--- src/rtl/npc_pkg.sv ---
package npc_pkg;

  localparam int unsigned INSTR_W  = 32;
  localparam int unsigned OPC_W    = 6;
  localparam int unsigned FUNCT_W  = 6;
  localparam int unsigned IMM_W    = 16;
  localparam int unsigned JIDX_W   = 26;
  localparam int unsigned REGIDX_W = 5;

  localparam logic [OPC_W-1:0]   OPC_REGOP = 6'd0;
  localparam logic [OPC_W-1:0]   OPC_JMP   = 6'd2;
  localparam logic [OPC_W-1:0]   OPC_CALL  = 6'd3;
  localparam logic [OPC_W-1:0]   OPC_BREQ  = 6'd4;
  localparam logic [OPC_W-1:0]   OPC_BRNE  = 6'd5;
  localparam logic [FUNCT_W-1:0] FN_REGJMP = 6'h08;

  typedef enum logic [1:0] {
    FLOW_SEQ  = 2'd0,
    FLOW_BR   = 2'd1,
    FLOW_ABS  = 2'd2,
    FLOW_REG  = 2'd3
  } flow_e;

  typedef struct packed {
    flow_e              flow;
    logic               on_ne;
    logic               link;
    logic [IMM_W-1:0]   imm;
    logic [JIDX_W-1:0]  jidx;
  } ctl_dec_t;

endpackage

--- src/rtl/npc_rst_sync.sv ---
module npc_rst_sync #(
  parameter int unsigned STAGES = 2
) (
  input  logic clk,
  input  logic arst_n,
  output logic srst_n
);

  logic [STAGES-1:0] chain_q;
  logic [STAGES-1:0] chain_d;

  always_comb begin
    chain_d = {chain_q[STAGES-2:0], 1'b1};
  end

  always_ff @(posedge clk or negedge arst_n) begin
    if (!arst_n) begin
      chain_q <= '0;
    end else begin
      chain_q <= chain_d;
    end
  end

  assign srst_n = chain_q[STAGES-1];

endmodule

--- src/rtl/npc_decode.sv ---
module npc_decode
  import npc_pkg::*;
(
  input  logic [INSTR_W-1:0] instr,
  output ctl_dec_t           dec
);

  localparam int unsigned OPC_LSB = INSTR_W - OPC_W;

  logic [OPC_W-1:0]   opc;
  logic [FUNCT_W-1:0] fn;

  assign opc = instr[INSTR_W-1:OPC_LSB];
  assign fn  = instr[FUNCT_W-1:0];

  always_comb begin
    dec.flow  = FLOW_SEQ;
    dec.on_ne = 1'b0;
    dec.link  = 1'b0;
    dec.imm   = instr[IMM_W-1:0];
    dec.jidx  = instr[JIDX_W-1:0];
    case (opc)
      OPC_BREQ: begin
        dec.flow = FLOW_BR;
      end
      OPC_BRNE: begin
        dec.flow  = FLOW_BR;
        dec.on_ne = 1'b1;
      end
      OPC_JMP: begin
        dec.flow = FLOW_ABS;
      end
      OPC_CALL: begin
        dec.flow = FLOW_ABS;
        dec.link = 1'b1;
      end
      OPC_REGOP: begin
        if (fn == FN_REGJMP) begin
          dec.flow = FLOW_REG;
        end
      end
      default: begin
        dec.flow = FLOW_SEQ;
      end
    endcase
  end

endmodule

--- src/rtl/npc_target.sv ---
module npc_target
  import npc_pkg::*;
#(
  parameter int unsigned ADDR_W   = 32,
  parameter int unsigned ALIGN_B  = 2,
  parameter int unsigned STEP_B   = 4
) (
  input  logic [ADDR_W-1:0] pc,
  input  logic [IMM_W-1:0]  imm,
  input  logic [JIDX_W-1:0] jidx,
  output logic [ADDR_W-1:0] seq_pc,
  output logic [ADDR_W-1:0] br_pc,
  output logic [ADDR_W-1:0] abs_pc
);

  localparam int unsigned SEXT_W   = ADDR_W - IMM_W - ALIGN_B;
  localparam int unsigned REGION_W = ADDR_W - JIDX_W - ALIGN_B;

  logic [ADDR_W-1:0] offs;

  always_comb begin
    seq_pc = pc + ADDR_W'(STEP_B);
  end

  always_comb begin
    offs  = {{SEXT_W{imm[IMM_W-1]}}, imm, {ALIGN_B{1'b0}}};
    br_pc = seq_pc + offs;
  end

  always_comb begin
    abs_pc = {seq_pc[ADDR_W-1 -: REGION_W], jidx, {ALIGN_B{1'b0}}};
  end

endmodule

--- src/rtl/npc_select.sv ---
module npc_select
  import npc_pkg::*;
#(
  parameter int unsigned ADDR_W = 32
) (
  input  logic              clk,
  input  logic              srst_n,
  input  ctl_dec_t          dec,
  input  logic [ADDR_W-1:0] rs_val,
  input  logic [ADDR_W-1:0] rt_val,
  input  logic [ADDR_W-1:0] seq_pc,
  input  logic [ADDR_W-1:0] br_pc,
  input  logic [ADDR_W-1:0] abs_pc,
  output logic [ADDR_W-1:0] npc,
  output logic              taken,
  output logic              link_we
);

  localparam int unsigned REGION_W = ADDR_W - JIDX_W - 2;

  logic same;
  logic cond_ok;

  always_comb begin
    same    = (rs_val == rt_val);
    cond_ok = same ^ dec.on_ne;
  end

  always_comb begin
    npc     = seq_pc;
    taken   = 1'b0;
    link_we = 1'b0;
    case (dec.flow)
      FLOW_BR: begin
        if (cond_ok) begin
          npc   = br_pc;
          taken = 1'b1;
        end
      end
      FLOW_ABS: begin
        npc     = abs_pc;
        taken   = 1'b1;
        link_we = dec.link;
      end
      FLOW_REG: begin
        npc   = rs_val;
        taken = 1'b1;
      end
      default: begin
        npc = seq_pc;
      end
    endcase
  end

  AST_FALLTHRU_SEQ: assert property (@(posedge clk) disable iff (!srst_n)
    !taken |-> (npc == seq_pc));

  AST_BREQ_NEEDS_EQ: assert property (@(posedge clk) disable iff (!srst_n)
    (dec.flow == FLOW_BR && !dec.on_ne && taken) |-> (rs_val == rt_val));

  AST_BRNE_NEEDS_NE: assert property (@(posedge clk) disable iff (!srst_n)
    (dec.flow == FLOW_BR && dec.on_ne && taken) |-> (rs_val != rt_val));

  AST_REGION_KEPT: assert property (@(posedge clk) disable iff (!srst_n)
    (dec.flow == FLOW_ABS) |-> (npc[ADDR_W-1 -: REGION_W] == seq_pc[ADDR_W-1 -: REGION_W] && npc[1:0] == 2'b00));

  AST_REG_TARGET: assert property (@(posedge clk) disable iff (!srst_n)
    (dec.flow == FLOW_REG) |-> (taken && npc == rs_val));

  AST_LINK_ONLY_CALL: assert property (@(posedge clk) disable iff (!srst_n)
    link_we |-> (taken && dec.flow == FLOW_ABS));

endmodule

--- src/rtl/npc_unit.sv ---
module npc_unit
  import npc_pkg::*;
#(
  parameter int unsigned ADDR_W    = 32,
  parameter int unsigned ALIGN_B   = 2,
  parameter int unsigned RST_STAGE = 2,
  parameter logic [ADDR_W-1:0] RESET_PC = '0,
  parameter logic [REGIDX_W-1:0] LINK_REG = 5'd31
) (
  input  logic                clk,
  input  logic                rst_n,
  input  logic                step_en,
  input  logic [INSTR_W-1:0]  instr,
  input  logic [ADDR_W-1:0]   rs_val,
  input  logic [ADDR_W-1:0]   rt_val,
  output logic [ADDR_W-1:0]   pc_q,
  output logic [ADDR_W-1:0]   npc_o,
  output logic                taken_o,
  output logic                link_we_o,
  output logic [REGIDX_W-1:0] link_idx_o,
  output logic [ADDR_W-1:0]   link_data_o
);

  localparam int unsigned STEP_B = 1 << ALIGN_B;

  logic              srst_n;
  ctl_dec_t          dec;
  logic [ADDR_W-1:0] seq_pc;
  logic [ADDR_W-1:0] br_pc;
  logic [ADDR_W-1:0] abs_pc;
  logic [ADDR_W-1:0] pc_d;

  npc_rst_sync #(.STAGES(RST_STAGE)) u_rst (
    .clk    (clk),
    .arst_n (rst_n),
    .srst_n (srst_n)
  );

  npc_decode u_dec (
    .instr (instr),
    .dec   (dec)
  );

  npc_target #(.ADDR_W(ADDR_W), .ALIGN_B(ALIGN_B), .STEP_B(STEP_B)) u_tgt (
    .pc     (pc_q),
    .imm    (dec.imm),
    .jidx   (dec.jidx),
    .seq_pc (seq_pc),
    .br_pc  (br_pc),
    .abs_pc (abs_pc)
  );

  npc_select #(.ADDR_W(ADDR_W)) u_sel (
    .clk     (clk),
    .srst_n  (srst_n),
    .dec     (dec),
    .rs_val  (rs_val),
    .rt_val  (rt_val),
    .seq_pc  (seq_pc),
    .br_pc   (br_pc),
    .abs_pc  (abs_pc),
    .npc     (npc_o),
    .taken   (taken_o),
    .link_we (link_we_o)
  );

  always_comb begin
    pc_d = pc_q;
    if (step_en) begin
      pc_d = npc_o;
    end
  end

  always_ff @(posedge clk or negedge srst_n) begin
    if (!srst_n) begin
      pc_q <= RESET_PC;
    end else begin
      pc_q <= pc_d;
    end
  end

  assign link_idx_o  = LINK_REG;
  assign link_data_o = seq_pc;

  AST_PC_HOLD: assert property (@(posedge clk) disable iff (!srst_n)
    !step_en |=> $stable(pc_q));

  AST_PC_LOAD: assert property (@(posedge clk) disable iff (!srst_n)
    step_en |=> (pc_q == $past(npc_o)));

  AST_LINK_FIELDS: assert property (@(posedge clk) disable iff (!srst_n)
    link_we_o |-> (link_idx_o == LINK_REG && link_data_o == pc_q + ADDR_W'(STEP_B)));

endmodule

--- config.mk ---
export PLATFORM = sky130hd
export DESIGN_NAME = npc_unit
export DESIGN_NICKNAME = d
export VERILOG_FILES = /design/src/rtl/npc_pkg.sv /design/src/rtl/npc_rst_sync.sv /design/src/rtl/npc_decode.sv /design/src/rtl/npc_target.sv /design/src/rtl/npc_select.sv /design/src/rtl/npc_unit.sv
export SDC_FILE = /design/constraint.sdc
export NUM_CORES = 1
export LEC_CHECK = 0
export ABC_AREA = 1
export BUFFER_PORTS_ARGS = -buffer_cell sky130_fd_sc_hd__buf_4
export CAP_MARGIN = 25
export CELL_PAD_IN_SITES_DETAIL_PLACEMENT = 1
export CELL_PAD_IN_SITES_GLOBAL_PLACEMENT = 1
export CORE_MARGIN = 2
export CORE_UTILIZATION = 35
export DETAILED_ROUTE_END_ITERATION = 6
export GPL_TIMING_DRIVEN = 0
export MAX_ROUTING_LAYER = met4
export PLACE_DENSITY = 0.86
export SLEW_MARGIN = 30
export SYNTH_ARGS = -nofsm -noshare
export SYNTH_HDL_FRONTEND = slang
export SYNTH_SLANG_ARGS = --single-unit
--- constraint.sdc ---
create_clock -name clk -period 4 [get_ports clk]
set_clock_uncertainty 0.15 [all_clocks]
set_input_delay 0.6 -clock clk [delete_from_list [all_inputs] [get_ports clk]]
set_output_delay 0.6 -clock clk [all_outputs]
set_load 0.005 [all_outputs]
==> impl_results.md <==
- GP Congestion: 0.978
- FFs w/ async S/R, synth: 1.00
- Total CTS buffers: 5
- Longest Clk Path Bufs: 2
- # nets final: 1663
- RSZ-0062 raised after global routing: true
- Status: finished with violations
- Tmin final: 4.48 ns
- Yosys cell types: 38
- Combinational Power Share: 0.748
- Post-Place Cell Area: 8470 um2
- Clock Latency Late Sink: 0.30 ns
- Chip height: 142 um
- Input/output buffers: 195
- CP required: 3.25 ns
- Worst-path cell chain: buf_6, nand3_4, nor2_4, inv_2, nor2_4, nand2_2, buf_4, xor2_2, inv_2, ha_1, nand2_2, inv_1, a21oi_2, inv_1, a21oi_2, nand3_1, nand2_1, nand2_1, nand2_1, nand3_2, nand3_4, buf_6
- Period utilisation layout: 1.12
- HPWL Detailed: 27.6 mm
- Grt total ovfl: 0
- Num ports: 202
- Final setup vio count: 24
- CP delay by family, top: simple AND/OR/NAND/NOR gates
- Final Worst Setup Slack: -0.477 ns
- Setup crit end kind: primary output
- Ys flop type: dfrtp_1
- Peak supply drop: 0.000188 V
- CTS tree: done
- Maximum clock frequency: 223 MHz
- Switching Share: 0.521
- Clock root buffer: clkbuf_16
- Most frequent CP cell: nand2_1
- Pleak: 5.89 nW
- Worst-Margin Slew: 0.904 ns
- First-pass GRT wire length: 55.3 mm
- FF-to-FF setup slack: 0.23 ns
- Vias per std cell: 5.92
- Final Cell Area: 10900 um2
- Crit path arrival time: 3.73 ns
- Total power: 0.00413 W
- H-tree Lvls: 2
- Seq/Total Area, Yosys: 0.127
- Final Hold Fails: 0
- TritonRoute pass-1 iters: 6
- Core ar.: 18800 um2
- YS warnings: 0
- Total global-route track usage: 0.368
- CP max-delay cell: dfrtp_1
- Via count: 10500
- Core Rows: 50
- Initial antenna violation count: 1
- Sink Count: 34
- Hold Path Class: reg -> reg
- Setup TNS: -6.57 ns
- Sequential power share: 0.139
- Pre-CTS setup slack: -0.528 ns
- DR WL/cell: 25.4 um
- Fin. max-slew vios: 0
- Synth Cell Area: 6700 um2
- Remaining DRCs: 0
- Largest net degree at the start of global routing: 33
- Syn Inst Count: 1248
- Clock network fraction of design power: 0.113
- Startpoint types: flip-flop
- Routed wire length: 44.8 mm
- Filler Cell Count: 2556
- Max-Cap Viols: 0
- P_sw: 0.00215 W
- Relative slew slack: 0.391
- Failing checks: negative setup slack
- Syn_area_per_cell: 5.37 um2
- Int Power: 0.00198 W
- Initial core utilization: 0.357
- Clk pin slew, worst setup/hold paths: 0.07 ns
- CP bufs+invs: 7
- Pwr/cell area: 381 nW/um2
- Die width: 142 um
- Yosys reg bits: 34
- Post-route ant nets: 0
- CP Max Fanout: 4
- Layout cells sized above 1: 0.410
- Post-synth EDFFs: 0
- Iter 0 DRT Violations: 836
- Critical path class: reg -> out
- Layout area overhead: 62.0%
- Die Footprint: 20300 um2
- Worst path max stage delay: 0.43 ns
- Vias in the first global route: 9997
-- cells in the mapped netlist, drive strengths merged, types with 10 or more instances --
master	n	area [um2]
a21oi	21	105
buf	27	201
dfrtp	34	851
ha	34	425
inv	231	867
nand2	517	1960
nand3	120	701
nand3b	20	173
nand4	12	75.1
nor2	101	407
nor3	10	66.3
o21ai	37	185
xnor2	23	201
xor2	24	210
-- layout make-up --
cell class	instances	area, um2	share of cell area
Antenna cell	1	2.50	0.000231
Buffer	34	228	0.0210
Clock buffer	5	125	0.0115
Clock inverter	3	40.0	0.00369
Inverter	231	883	0.0814
Multi-Input combinational cell	954	6340	0.584
Sequential cell	34	867	0.0799
Tap cell	234	293	0.0270
Timing Repair Buffer	269	2070	0.191
-- metal layers --
metal | track usage | up-vias | part of all wire
met5 | - | - | 0
met4 | 0.212 | 0 | 0.10
met3 | 0.0754 | 364 | 0.095
met2 | 0.609 | 826 | 0.45
met1 | 0.412 | 4905 | 0.35
li1 | - | 4355 | -
-- sequential cells by signal (all words and copies together) (netlist names) --
signal,flops
u_rst.chain_q,2
pc_q,32
-- cells in the final DEF (no fill, tap or decap), types with 13 or more instances in the layout --
master	Yosys	final
nor2_2	2	14
dfrtp_2	0	13
nor2_4	3	28
nand2_4	1	20
buf_6	8	22
dfrtp_1	34	21
xnor2_1	23	17
nand3b_1	14	14
nand3_2	20	35
nor2_1	96	59
xor2_2	0	18
ha_4	0	24
buf_4	7	261
nand3_1	100	77
nand2_2	4	73
nand2_1	512	421
inv_2	3	34
inv_1	228	191
o21ai_0	25	23
-- stage by stage --
| stage | hold slack (ns) | instances | util |
|---|---|---|---|
| final | 0.203 | 1765 | 0.578 |
| after global routing | 0.205 | 1765 | 0.578 |
| after CTS | 0.205 | 1726 | 0.523 |
| after detailed placement | 0.192 | 1682 | 0.452 |
| after global placement | 0.183 | 1682 | 0.451 |
| after floorplan | 0.154 | 1253 | - |
-- worst paths after layout --
| kind | cells after the start | to | startpoint |
|---|---|---|---|
| min in group asynchronous | 0 | pc_q[1] | u_rst.chain_q[1] |
| max reg2reg | 24 | pc_q[25] | pc_q[3] |
| min reg2reg | 0 | u_rst.chain_q[1] | u_rst.chain_q[0] |
| min | 0 | u_rst.chain_q[1] | u_rst.chain_q[0] |
| max in group asynchronous | 0 | pc_q[18] | u_rst.chain_q[1] |
| max | 22 | npc_o[25] | pc_q[3] |
-- power by group through the flow --
stage	Combinational [W]	Sequential, W	Clock, W
floorplan	0.00111	0.000512	0
global placement	0.00195	0.000538	0
detailed placement	0.00200	0.000538	0
CTS	0.00242	0.000541	0.000452
global route	0.00321	0.000576	0.000479
finish	0.00309	0.000572	0.000468
-- worst register-to-register path: stages, from the launching register on --
cell     delay (ns)
dfrtp_1        0.43
buf_6          0.15
nand3_4        0.12
nor2_4         0.16
inv_2          0.08
nor2_4         0.16
nand2_2        0.09
buf_4          0.16
xor2_2         0.18
inv_2          0.14
ha_1           0.32
nand2_2        0.17
inv_1          0.08
a21oi_2        0.19
inv_1          0.11
a21oi_2        0.17
nand3_1        0.09
nand2_1        0.09
nand2_1        0.12
nand2_1        0.10
nand3_2        0.08
nand3_4        0.13
buf_4          0.12
nand2_1        0.04
nand2_1        0.06
-- kinds of logic (layout without fill, tap and decap cells) --
group,count (synthesis),in the layout,synth area share
AND/OR/NAND/NOR,785,785,0.511
buffers and inverters,265,542,0.163
AO/OA/AOI/OAI,81,81,0.0695
XOR/XNOR,47,47,0.0615
adder cells (fa/ha/maj),35,35,0.0665
flip-flops,34,34,0.127
other,1,7,0.000560
-- repair_timing --
item	CTS	global route
pin swaps	44	79
setup buffers	35	38
hold endpoints to repair	2	0
hold buffers	1	0
gates resized for setup	202	187
endpoints found under the setup margin	26	24
Note: power is estimated with default switching activity, not from simulation.
